`src/rtl/dbc_pkg.sv`:
```
package dbc_pkg;
  // XOR of the bits of a vector picked out by a mask
  function automatic logic masked_parity(input logic [63:0] v, input logic [63:0] m);
    return ^(v & m);
  endfunction
endpackage

```
`src/rtl/dbc_zero_detect.sv`:
```
module dbc_zero_detect #(
  parameter int WIDTH = 4
) (
  input  logic [WIDTH-1:0] state,
  output logic             upper_zero
);
  localparam int UPPER = WIDTH - 1;
  logic [UPPER-1:0] upper;
  assign upper      = state[WIDTH-1:1];
  assign upper_zero = (upper == '0);
endmodule

```
`src/rtl/dbc_feedback.sv`:
```
module dbc_feedback #(
  parameter int               WIDTH    = 4,
  parameter logic [WIDTH-1:0] TAP_MASK = 4'b0011
) (
  input  logic [WIDTH-1:0] state,
  input  logic             upper_zero,
  output logic             fb
);
  import dbc_pkg::*;
  logic [63:0] s_ext;
  logic [63:0] m_ext;
  assign s_ext = 64'(state);
  assign m_ext = 64'(TAP_MASK);
  assign fb    = masked_parity(s_ext, m_ext) ^ upper_zero;
endmodule

```
`src/rtl/dbc_state_reg.sv`:
```
module dbc_state_reg #(
  parameter int               WIDTH = 4,
  parameter logic [WIDTH-1:0] SEED  = 4'b1000
) (
  input  logic             clk,
  input  logic             rst,
  input  logic             en,
  input  logic             fb,
  output logic [WIDTH-1:0] state,
  output logic             serial
);
  logic [WIDTH-1:0] nxt;
  assign nxt = {fb, state[WIDTH-1:1]};

  always_ff @(posedge clk) begin
    if (rst) begin
      state  <= SEED;
      serial <= SEED[0];
    end else if (en) begin
      state  <= nxt;
      serial <= nxt[0];
    end
  end


  shift_chk: assert property (@(posedge clk) disable iff (rst)
    en |=> state[WIDTH-2:0] == $past(state[WIDTH-1:1]));

  hold_chk: assert property (@(posedge clk) disable iff (rst)
    !en |=> $stable(state) && $stable(serial));
endmodule

```
`src/rtl/debruijn_counter.sv`:
```
module debruijn_counter #(
  parameter int               WIDTH    = 4,
  parameter logic [WIDTH-1:0] TAP_MASK = 4'b0011,
  parameter logic [WIDTH-1:0] SEED    = {1'b1, {(WIDTH-1){1'b0}}}
) (
  input  logic             clk,
  input  logic             rst,
  input  logic             en,
  output logic [WIDTH-1:0] state_o,
  output logic             serial_o
);
  localparam logic [WIDTH-1:0] ONE_LOW  = {{(WIDTH-1){1'b0}}, 1'b1};
  localparam logic [WIDTH-1:0] ONE_HIGH = {1'b1, {(WIDTH-1){1'b0}}};

  logic upper_zero;
  logic fb;

  dbc_zero_detect #(.WIDTH(WIDTH)) u_zd (
    .state      (state_o),
    .upper_zero (upper_zero)
  );

  dbc_feedback #(.WIDTH(WIDTH), .TAP_MASK(TAP_MASK)) u_fb (
    .state      (state_o),
    .upper_zero (upper_zero),
    .fb         (fb)
  );

  dbc_state_reg #(.WIDTH(WIDTH), .SEED(SEED)) u_reg (
    .clk    (clk),
    .rst    (rst),
    .en     (en),
    .fb     (fb),
    .state  (state_o),
    .serial (serial_o)
  );


  into_zero_chk: assert property (@(posedge clk) disable iff (rst)
    en && state_o == ONE_LOW |=> state_o == '0);

  out_of_zero_chk: assert property (@(posedge clk) disable iff (rst)
    en && state_o == '0 |=> state_o == ONE_HIGH);

  serial_bit_chk: assert property (@(posedge clk) disable iff (rst)
    serial_o == state_o[0]);
endmodule

```
`config.mk`:
```
export PLATFORM = sky130hd
export DESIGN_NAME = debruijn_counter
export DESIGN_NICKNAME = d
export VERILOG_FILES = /design/src/rtl/dbc_pkg.sv /design/src/rtl/dbc_zero_detect.sv /design/src/rtl/dbc_feedback.sv /design/src/rtl/dbc_state_reg.sv /design/src/rtl/debruijn_counter.sv
export SDC_FILE = /design/constraint.sdc
export NUM_CORES = 1
export LEC_CHECK = 0
export BUFFER_PORTS_ARGS = -buffer_cell sky130_fd_sc_hd__buf_2
export CAP_MARGIN = 20
export CORE_AREA = 2 2 39 41
export DETAILED_ROUTE_END_ITERATION = 12
export DIE_AREA = 0 0 41 43
export PLACE_DENSITY = 0.34
export RECOVER_POWER = 50
export SYNTH_ARGS = -nofsm -noshare
export SYNTH_HDL_FRONTEND = slang
export SYNTH_SLANG_ARGS = --single-unit
```
`constraint.sdc`:
```
create_clock -name clk -period 1.57 [get_ports clk]
set_input_delay 0.0785 -clock clk [delete_from_list [all_inputs] [get_ports clk]]
set_output_delay 0.0785 -clock clk [all_outputs]
set_load 0.03 [all_outputs]
```
# Word level (Yosys, flattened, before mapping)
# Cells that the tools add are included.
[classes]
bitwise_logic = 1
n_reduce_logical = 2
[ops]
columns = ["operator", "count"]
rows = [
  ["64-bit XOR reduction", 1],
  ["3-bit logical NOT", 1],
  ["1-bit bitwise XOR", 1],
]
[totals]
input_bits = 3
ff_bits = 5

# Logic depth before layout (Yosys ltp)
# Gate-level depths: netlist of run 1.
[depth]
depth_word = 2
ltp_mapped = 3
mapped_depth_nobuf = 3

# Hierarchy
# A second synthesis of run 1 with hierarchy kept.
[hier_totals]
hier_cells = 16
hier_area_um2 = 185.2
[by_module_without_submodules]
columns = ["mod", "area_per_inst_um2", "cells_per_inst", "n_inst"]
rows = [
  ["dbc_state_reg", 151.4, 14, 1],
  ["dbc_feedback", 23.8, 1, 1],
  ["dbc_zero_detect", 10.0, 1, 1],
]

# Worst setup path after synthesis of run 1
# OpenSTA, ideal clock, no wires.
[synth_timing]
kind = "flip-flop to flip-flop"
startpoint = "register u_reg.state[2]"
endpoint = "register u_reg.state[3]"
setup_ns = 0.119
arrival_time_ns = 1.123
period_less_slack_ns = 1.242
stages_incl_launch_ff = 4
slack_ns = 0.328
cell_sequence = "dfxtp_1 or3b_1 a31oi_1 o21bai_1"
[synth_between]
elab_chain_len = 2
[synth_lines]
columns = ["element", "line_no", "rtl"]
rows = [
  ["from (decl)", "dbc_state_reg.sv:9", "output logic [WIDTH-1:0] state,"],
  ["from (signal assigned)", "dbc_state_reg.sv:20", "state <= nxt;"],
  ["3-bit logical NOT", "dbc_zero_detect.sv:10", "assign upper_zero = (upper == '0);"],
  ["1-bit bitwise XOR", "dbc_feedback.sv:14", "assign fb = masked_parity(s_ext, m_ext) ^ upper_zero;"],
]
# No other way between the ends.
# A chain may end at the register's enable or synchronous reset.

# Worst setup path after layout of run 1
# Same ends and word-level chain as after synthesis.

==> results of run 1 <==
cells in the mapped netlist (all sizes together):
cell type / number / share of area (%)
nor2: 3 / 6.1
a31oi: 1 / 3.4
nand2: 1 / 2.0
clkbuf: 1 / 2.0
dfxtp: 4 / 44
or3b: 2 / 9.5
o21bai: 1 / 4.1
or2b: 1 / 4.8
buf: 1 / 4.1
mux2i: 3 / 16
a21boi: 1 / 4.1
area by class of cell:
cell class / instances / area, µm² / area share [%]
Multi-Input combinational cell: 13 / 92.59 / 37.19
Sequential cell: 4 / 80.08 / 32.16
Timing Repair Buffer: 7 / 33.78 / 13.57
Clock buffer: 3 / 22.52 / 9.045
Tap cell: 16 / 20.02 / 8.040
how the worst max path moves through the flow:
stage,start,to
after floorplan,u_reg.state[2],u_reg.state[3]
after global placement,u_reg.state[2],u_reg.state[3]
after detailed placement,u_reg.state[0],u_reg.state[3]
after CTS,u_reg.state[0],u_reg.state[3]
after global routing,u_reg.state[0],u_reg.state[3]
final,u_reg.state[2],u_reg.state[3]
cells in the final DEF, fill, tap and decap left out, drive strengths merged:
cell type | netlist | layout
buf | 1 | 6
dfxtp | 4 | 4
a21boi | 1 | 1
a31oi | 1 | 1
nor2 | 3 | 3
mux2i | 3 | 3
nand2 | 1 | 1
clkbuf | 1 | 4
or2b | 1 | 1
o21bai | 1 | 1
or3b | 2 | 2
routing by layer:
| metal | track usage (%) | up-vias | share of wire [%] |
|---|---|---|---|
| met2 | 6.250 | 8 | 45 |
| li1 | - | 80 | - |
| met3 | 3.141 | 0 | 15 |
| met5 | 0 | - | 0 |
| met1 | 7.097 | 75 | 40 |
| met4 | 10.00 | 0 | 0 |
cells by family after synthesis:
| kind of cell | Yosys count | share of synthesized area [%] |
|---|---|---|
| AO/OA/AOI/OAI | 3 | 11.57 |
| buffers and inverters | 2 | 6.122 |
| flip-flops | 4 | 43.54 |
| multiplexers | 3 | 16.33 |
| AND/OR/NAND/NOR | 7 | 22.45 |
stage by stage:
step	hold slack, ns	cell area (µm²)	std cells	util, %	worst slack, ns
after floorplan	0.1509	183.9	19	-	0.3279
after CTS	0.05046	250.2	43	18.08	0.4609
after global routing	0.07696	249.0	43	17.99	0.3806
after global placement	0.3022	227.7	40	16.46	0.4795
final	0.05549	249.0	43	17.99	0.4709
after detailed placement	0.2970	227.7	40	16.46	0.4633
where the power goes:
group	switching (mW)	leakage, nW	internal (mW)	total (mW)
combinational	0.0266	0.0730	0.0171	0.0438
sequential	0.00722	0.0329	0.109	0.116
clock	0.0375	0.0138	0.0852	0.123
==> flow_metrics.py, run 1 <==
metrics = {
    "outcome": {
        "outcome": "complete, no violations",
    },
    "job": {
        "maxCapViolations": 0,
    },
    "grt": {
        "grt_pass1_wl_um": 662,
        "grt_antenna_before_repair": 0,
        "grt_max_degree": 8,
        "grt_remaining_overflow": 0,
        "grt.total_usage_pct": 6.332,
        "grt_pass1_vias": 175,
    },
    "setup_path": {
        "crit_path_end_kind": "flip-flop",
        "path_cells": "or3b_1 > a31oi_1 > o21bai_1",
        "rrSetupSlack_ns": 0.47,
        "rr_startpoint": "u_reg.state[2]",
        "cp_slowest_cell": "dfxtp_1",
        "crit_fanout": 5,
        "path_depth": 3,
        "worst_ep_arrival_time_ns": 1.22,
        "critical-path-max-stage-delay_ns": 0.37,
        "critical-path-top-delay-family": "flip-flops",
        "cp-start-kind": "flip-flop",
        "r2r-end": "u_reg.state[3]",
        "crit_type": "reg -> reg",
        "rr_worst_depth": 3,
        "critPathRequiredTime_ns": 1.69,
        "cp_num_buf_inv": 0,
    },
    "clock_network": {
        "cts_buffers": 3,
        "cts_max_path_buffers": 2,
        "cts_tree": "yes",
        "clockRootBuffer": "clkbuf_4",
        "cts.hold.buffers_added": 0,
        "ctsResizeCount": 0,
        "postCtsSetupBuffers": 0,
        "clk_pin_slew_ns": 0.04,
        "cts_num_sinks": 4,
        "h-tree-depth": 1,
        "clk_latency_ns": 0.23,
    },
    "floorplanning": {
        "num_io_pins": 8,
        "die-width_um": 41,
        "start_util_pct": 13.29,
        "core_mm2": 0.001384,
        "dieArea_mm2": 0.001763,
        "fp.dieH_um": 43,
        "rows": 14,
    },
    "sta": {
        "slew_violations": 0,
        "slew-limit-headroom_pct": 76.07,
        "fmax_ghz": 0.9098,
        "fin_tns_setup_ns": 0,
        "rsz0062_at_grt": "false",
        "worstMarginPinSlew_ns": 0.3605,
        "hold_viol": 0,
        "skew_ns": 0.002334,
        "fin_crit_sh_pct": 70.01,
        "setup_viol": 0,
        "fin_crit_ns": 1.099,
    },
    "drt": {
        "finalWirelength_um": 372,
        "drt_iter0_drc": 1,
        "firstDrtPassIters": 2,
        "drc": 0,
        "ant_nets": 0,
        "via_per_inst": 3.791,
        "vias": 163,
        "routedWlPerCell_um": 8.651,
    },
    "finish": {
        "finalNetCount": 32,
        "fillers": 170,
        "syn_to_final_growth_pct": 35.37,
        "reg_top3": "u_reg.state x4",
        "largest-register": "u_reg.state",
        "largest_reg_flops": 4,
        "drive_gt1_share_pct": 37.04,
        "antenna_cells": 0,
    },
    "pwr": {
        "p_leak_nw": 0.1198,
        "ir_worst_vdd_v": 0.0002113,
        "totalPowerFinal_mw": 0.2828,
        "power_density_mw_per_mm2": 1136,
    },
    "logic_synthesis": {
        "syn_nets": 22,
        "syn_area_um2": 183.9,
        "yosysSeqAreaShare_pct": 43.54,
        "syn_area_per_cell_um2": 9.680,
        "ys_types": 11,
        "synth-seq-cells": 4,
        "netlist_instances": 19,
        "yosys_warnings": 0,
    },
    "min_path": {
        "hold_path_depth": 2,
        "hp-class": "in -> reg",
        "holdPathEnd": "u_reg.state[0]",
        "min_from": "rst",
    },
    "placement": {
        "place_congestion": 0.5745,
        "io_buffers": 7,
    },
}
No activity file was read; power rests on OpenSTA's default activity.
==> run 2, diff against run 1 <==
PLACE_DENSITY = 0.35   (was 0.34)
clock period = 1 ns   (was 1.57 ns; I/O delays follow)
==> run 2 against run 1 <==
Compared with the run above: the run now ends with negative setup slack left; critical endpoint unchanged; first-iteration DRC count rose to 5.0 times the previous value; clock-buffer cell count did not move; final cell count rose by 9.3%; via count rose by 4.3%; non-clock buffer count rose by 4; hold slack got worse by 0.039 ns; clock power rose by 59%; design area rose by 19%; critical path depth did not move; utilization rose by 3.3 points; largest cell class is now registers; maximum frequency rose by 5.8%; wire length rose by 4.0%.
==> flow_metrics.py, run 2 (synthesized netlist as in run 1, its figures left out) <==
metrics = {
    "setup_path": {
        "critPathRequiredTime_ns": 1.12,
        "critical-path-max-stage-delay_ns": 0.36,
        "crit_path_end_kind": "flip-flop",
        "critical-path-top-delay-family": "simple AND/OR/NAND/NOR gates",
        "crit_type": "reg -> reg",
        "crit_fanout": 3,
        "cp_slowest_cell": "or3b_1",
        "path_cells": "or3b_1 > a31oi_1 > o21bai_1",
        "cp-start-kind": "flip-flop",
        "cp_num_buf_inv": 0,
        "worst_ep_arrival_time_ns": 1.16,
    },
    "pwr": {
        "totalPowerFinal_mw": 0.4597,
        "power_density_mw_per_mm2": 1557,
        "p_leak_nw": 0.1455,
        "ir_worst_vdd_v": 0.0004701,
    },
    "floorplanning": {
        "core_mm2": 0.001384,
        "die-width_um": 41,
        "fp.dieH_um": 43,
        "rows": 14,
        "start_util_pct": 13.29,
        "num_io_pins": 8,
        "dieArea_mm2": 0.001763,
    },
    "grt": {
        "grt_remaining_overflow": 0,
        "grt_max_degree": 6,
        "grt_antenna_before_repair": 0,
        "grt_pass1_wl_um": 621,
        "grt.total_usage_pct": 5.823,
        "grt_pass1_vias": 166,
    },
    "sta": {
        "worstMarginPinSlew_ns": 0.1322,
        "skew_ns": 0.001355,
        "setup_viol": 1,
        "rsz0062_at_grt": "true",
        "fin_hold_ws_ns": 0.01677,
        "fin_crit_sh_pct": 103.8,
        "slew_violations": 0,
        "fmax_ghz": 0.9630,
        "setup_slack_ns": -0.03847,
        "fin_crit_ns": 1.038,
        "slew-limit-headroom_pct": 90.93,
        "hold_viol": 0,
    },
    "outcome": {
        "violations": "negative setup slack",
        "outcome": "finished, violations left",
    },
    "clock_network": {
        "clk_latency_ns": 0.23,
        "cts_max_path_buffers": 2,
        "cts_tree": "yes",
        "clk_pin_slew_ns": 0.04,
        "h-tree-depth": 1,
        "cts.hold.buffers_added": 0,
        "cts_num_sinks": 4,
        "clockRootBuffer": "clkbuf_4",
        "postCtsSetupBuffers": 0,
        "cts_buffers": 3,
    },
    "drt": {
        "finalWirelength_um": 387,
        "firstDrtPassIters": 2,
        "drt_iter0_drc": 5,
        "via_per_inst": 3.617,
        "drc": 0,
        "routedWlPerCell_um": 8.234,
        "vias": 170,
        "ant_nets": 0,
    },
    "finish": {
        "layout_commonest_cell": "buf_2",
        "finalNetCount": 36,
        "finalNonFillerCells": 47,
        "reg_top3": "u_reg.state x4",
        "syn_to_final_growth_pct": 60.54,
        "final_cell_mix": "6 x buf_2, 4 x buf_4, 4 x dfxtp_4",
        "antenna_cells": 0,
        "multi_input_area_um2": 92.59,
        "largest-register": "u_reg.state",
        "largest_reg_flops": 4,
        "seq_area_um2": 95.09,
        "utilization_pct": 21.34,
        "fillers": 162,
        "drive_gt1_share_pct": 61.29,
    },
    "placement": {
        "place_ws_ns": -0.04402,
        "dp_cells": 44,
        "dp_hpwl_um": 326.5,
        "place_congestion": 0.6611,
        "io_buffers": 7,
    },
    "min_path": {
        "hp-class": "in -> reg",
    },
    "job": {
        "maxCapViolations": 0,
    },
}
[run 2: changes by cell type in the layout (fill, tap and decap cells not counted), sizes merged]
cell  change
buf       +4
[run 2: final cells by class]
class,count,share of cell area [%]
Sequential cell,4,32.20
Tap cell,16,6.780
Multi-Input combinational cell,13,31.36
Clock buffer,3,7.627
Timing Repair Buffer,11,22.03
[run 2: where the power goes]
part	leakage [nW]	internal (mW)	switching (mW)	total, mW
combinational	0.0966	0.0409	0.0486	0.0895
sequential	0.0351	0.168	0.00707	0.175
clock	0.0138	0.134	0.0610	0.195
total	0.146	0.343	0.117	0.460
[run 2: per-layer routing]
metal / part of all wire (%) / track usage (%) / vias up / wire (µm)
met2: 45 / 6.250 / 4 / 175
met4: 0 / 8.000 / 0 / 0
met3: 8.8 / 3.665 / 0 / 34
li1: - / - / 91 / -
met5: 0 / 0 / - / 0
met1: 46 / 6.109 / 75 / 177
[run 2: repair_timing]
item	CTS	global route
setup endpoints to repair	1	1
pin swaps	1	0
gates resized for setup	0	0
[run 2: worst paths after layout]
kind	startpoint	to	slack (ns)	depth (start not counted)
hold reg to reg	u_reg.state[2]	u_reg.state[1]	0.52	2
setup reg to reg	u_reg.state[1]	u_reg.state[3]	-0.04	3
setup / recovery	u_reg.state[1]	u_reg.state[3]	-0.04	3
hold / removal	rst	u_reg.state[0]	0.02	2
[run 2: per-stage QoR]
step	setup TNS, ns	area (µm²)
after global routing	-0.08603	295.3
after CTS	-0.04158	295.3
after floorplan	-0.07199	198.9
after global placement	-0.05002	272.8
final	-0.03847	295.3
after detailed placement	-0.04402	272.8
==> run 3, diff against run 2 <==
CTS_BUF_LIST = sky130_fd_sc_hd__clkbuf_16   (was default)
SYNTH_HIERARCHICAL = 1   (was default)
==> run 3 against run 2 <==
Compared with the run above: the run still ends with negative setup slack left; largest cell class is now multi-input gates; final cell count down 6.4%; sequential power up 3%; synthesized cell count down 16%; clock skew up 0.00098 ns; power up 97%; register-to-register slack worse by 0.15 ns; global-route usage up 1.5 points; maximum frequency down 12%; sequential share of layout area down 6.1 points; area after synthesis up 0.68%; utilization up 2.9 points; design area up 14%.
==> flow_metrics.py, run 3 <==
metrics = {
    "floorplanning": {
        "dieArea_mm2": 0.001763,
        "fp.dieH_um": 43,
        "num_io_pins": 8,
        "core_mm2": 0.001384,
        "start_util_pct": 13.38,
        "rows": 14,
        "die-width_um": 41,
    },
    "logic_synthesis": {
        "synth_top_area_cell": "dfxtp_1",
        "synth-seq-cells": 4,
        "netlist_instances": 16,
        "synth.most_common_cell": "dfxtp_1",
        "yosysSeqAreaShare_pct": 43.24,
        "syn_area_um2": 185.2,
        "syn_nets": 19,
        "ys_top_cells_by_area": "dfxtp_1 43%, mux2i_1 16%, xor3_1 13%, nor2_1 6.1%, nor3_2 5.4%",
        "syn_area_per_cell_um2": 11.57,
        "async_flop_share_pct": 0,
        "ys_types": 9,
        "synth_edf_count": 0,
        "synthFlopType": "dfxtp_1",
        "ys_top_cells_by_count": "4 x dfxtp_1, 3 x mux2i_1, 3 x nor2_1",
        "yosysTopAreaCellShare_pct": 43.24,
        "yosys_warnings": 6,
    },
    "drt": {
        "via_per_inst": 3.477,
        "ant_nets": 0,
        "firstDrtPassIters": 1,
        "drc": 0,
        "routedWlPerCell_um": 9.545,
        "vias": 153,
        "drt_iter0_drc": 0,
        "finalWirelength_um": 420,
    },
    "pwr": {
        "power_density_mw_per_mm2": 2702,
        "totalPowerFinal_mw": 0.9060,
        "ir_worst_vdd_v": 0.0006379,
        "p_leak_nw": 0.1610,
    },
    "setup_path": {
        "crit_path_end_kind": "flip-flop",
        "crit_fanout": 5,
        "crit_type": "reg -> reg",
        "cp-start-kind": "flip-flop",
        "rrSetupSlack_ns": -0.19,
        "rr_startpoint": "u_reg/state[1]",
        "rr_worst_depth": 2,
        "r2r-end": "u_reg/state[3]",
        "critPathRequiredTime_ns": 1.11,
        "worst_ep_arrival_time_ns": 1.29,
    },
    "sta": {
        "fmax_ghz": 0.8429,
        "rsz0062_at_grt": "true",
        "setup_slack_ns": -0.1863,
        "hold_viol": 0,
        "fin_tns_setup_ns": -0.1863,
        "slew_violations": 0,
        "setup_viol": 1,
        "slew-limit-headroom_pct": 89.91,
        "fin_crit_ns": 1.186,
        "fin_crit_sh_pct": 118.6,
        "skew_ns": 0.002333,
        "worstMarginPinSlew_ns": 0.1472,
    },
    "placement": {
        "dp_hpwl_um": 287.7,
        "place_congestion": 0.6662,
        "dp_cells": 40,
        "placed_area_um2": 259.0,
        "io_buffers": 7,
        "place_ws_ns": -0.1590,
    },
    "finish": {
        "largest_reg_flops": 4,
        "finalNonFillerCells": 44,
        "layout_commonest_cell": "buf_2",
        "multi_input_area_um2": 98.84,
        "drive_gt1_share_pct": 53.57,
        "fillers": 161,
        "seq_area_um2": 87.58,
        "largest-register": "u_reg/state",
        "antenna_cells": 0,
        "final_cell_mix": "7 x buf_2, 3 x clkbuf_16, 3 x mux2i_1, 3 x nor2_1",
        "syn_to_final_growth_pct": 81.08,
        "finalNetCount": 32,
        "stdcell_area_um2": 335.3,
        "reg_top3": "u_reg/state x4",
    },
    "grt": {
        "grt_antenna_before_repair": 0,
        "grt_pass1_wl_um": 724,
        "grt_remaining_overflow": 0,
        "grt.total_usage_pct": 7.344,
        "grt_pass1_vias": 178,
        "grt_max_degree": 6,
    },
    "clock_network": {
        "cts_tree": "yes",
        "cts_buffers": 3,
        "clk_pin_slew_ns": 0.03,
        "h-tree-depth": 1,
        "cts_max_path_buffers": 2,
        "cts_num_sinks": 4,
        "clk_latency_ns": 0.23,
        "postCtsSetupBuffers": 0,
        "clockRootBuffer": "clkbuf_16",
    },
    "min_path": {
        "hp-class": "in -> reg",
        "min_from": "rst",
        "holdPathEnd": "u_reg/state[0]",
        "hold_path_depth": 2,
    },
    "outcome": {
        "violations": "negative setup slack",
        "outcome": "finished, violations left",
    },
    "job": {
        "maxCapViolations": 0,
    },
}
[run 3: changes by cell type in the layout (fill, tap and decap cells not counted), moves of 2 or more]
cell,before,now
clkbuf_1,0,2
clkbuf_16,0,3
buf_4,4,1
or3b_1,2,0
dfxtp_4,4,2
dfxtp_1,0,2
clkbuf_4,3,0
[run 3: per-layer routing]
metal	up-vias	wire length (µm)	global-route usage (%)	share of wire, %
li1	78	-	-	-
met1	72	134	6.149	32
met2	3	249	9.375	59
met3	0	36	4.712	8.6
met4	0	0	10.00	0
met5	-	0	0	0
[run 3: kinds of logic after synthesis]
| logic type | synth area share (%) |
|---|---|
| flops | 43.24 |
| compound gates | 4.731 |
| simple gates | 16.22 |
| mux | 16.22 |
| xor+xnor | 12.84 |
| buf+inv | 6.756 |
[run 3: worst max-delay path by stage]
stage	startpoint	end	slack, ns	depth (start not counted)
after detailed placement	u_reg/state[1]	u_reg/state[3]	-0.16	2
final	u_reg/state[1]	u_reg/state[3]	-0.19	2
after floorplan	u_reg/state[0]	u_reg/state[3]	-0.24	3
after global placement	u_reg/state[1]	u_reg/state[3]	-0.15	2
after global routing	u_reg/state[1]	u_reg/state[3]	-0.23	2
after CTS	u_reg/state[1]	u_reg/state[3]	-0.18	2
[run 3: power by group]
group	internal (mW)	switching, mW
Clock	0.517	0.119
Combinational	0.0419	0.0481
Sequential	0.168	0.0116
[run 3: metrics by stage]
| stage | hold slack, ns | util, % |
|---|---|---|
| after floorplan | 0.1127 | - |
| after global placement | 0.2680 | 18.72 |
| after detailed placement | 0.2632 | 18.72 |
| after CTS | 0.02848 | 24.41 |
| after global routing | 0.04624 | 24.23 |
| final | 0.02910 | 24.23 |
[run 3: cell type report]
class	instances	area share, %
Tap cell	16	5.970
Multi-Input combinational cell	10	29.48
Sequential cell	4	26.12
Timing Repair Buffer	10	14.93
Clock inverter	1	1.119
Clock buffer	3	22.39
[run 3: timing repair]
item | 4_1_cts | 5_1_grt
gates resized for setup | 0 | 1
hold endpoints to repair | 0 | 0
hold buffers | 0 | 0
setup endpoints to repair | 1 | 1
[run 3: critical path, stage by stage (launching register included)]
cell	delay [ns]
dfxtp_4	0.37
xor3_1	0.41
a211o_1	0.29
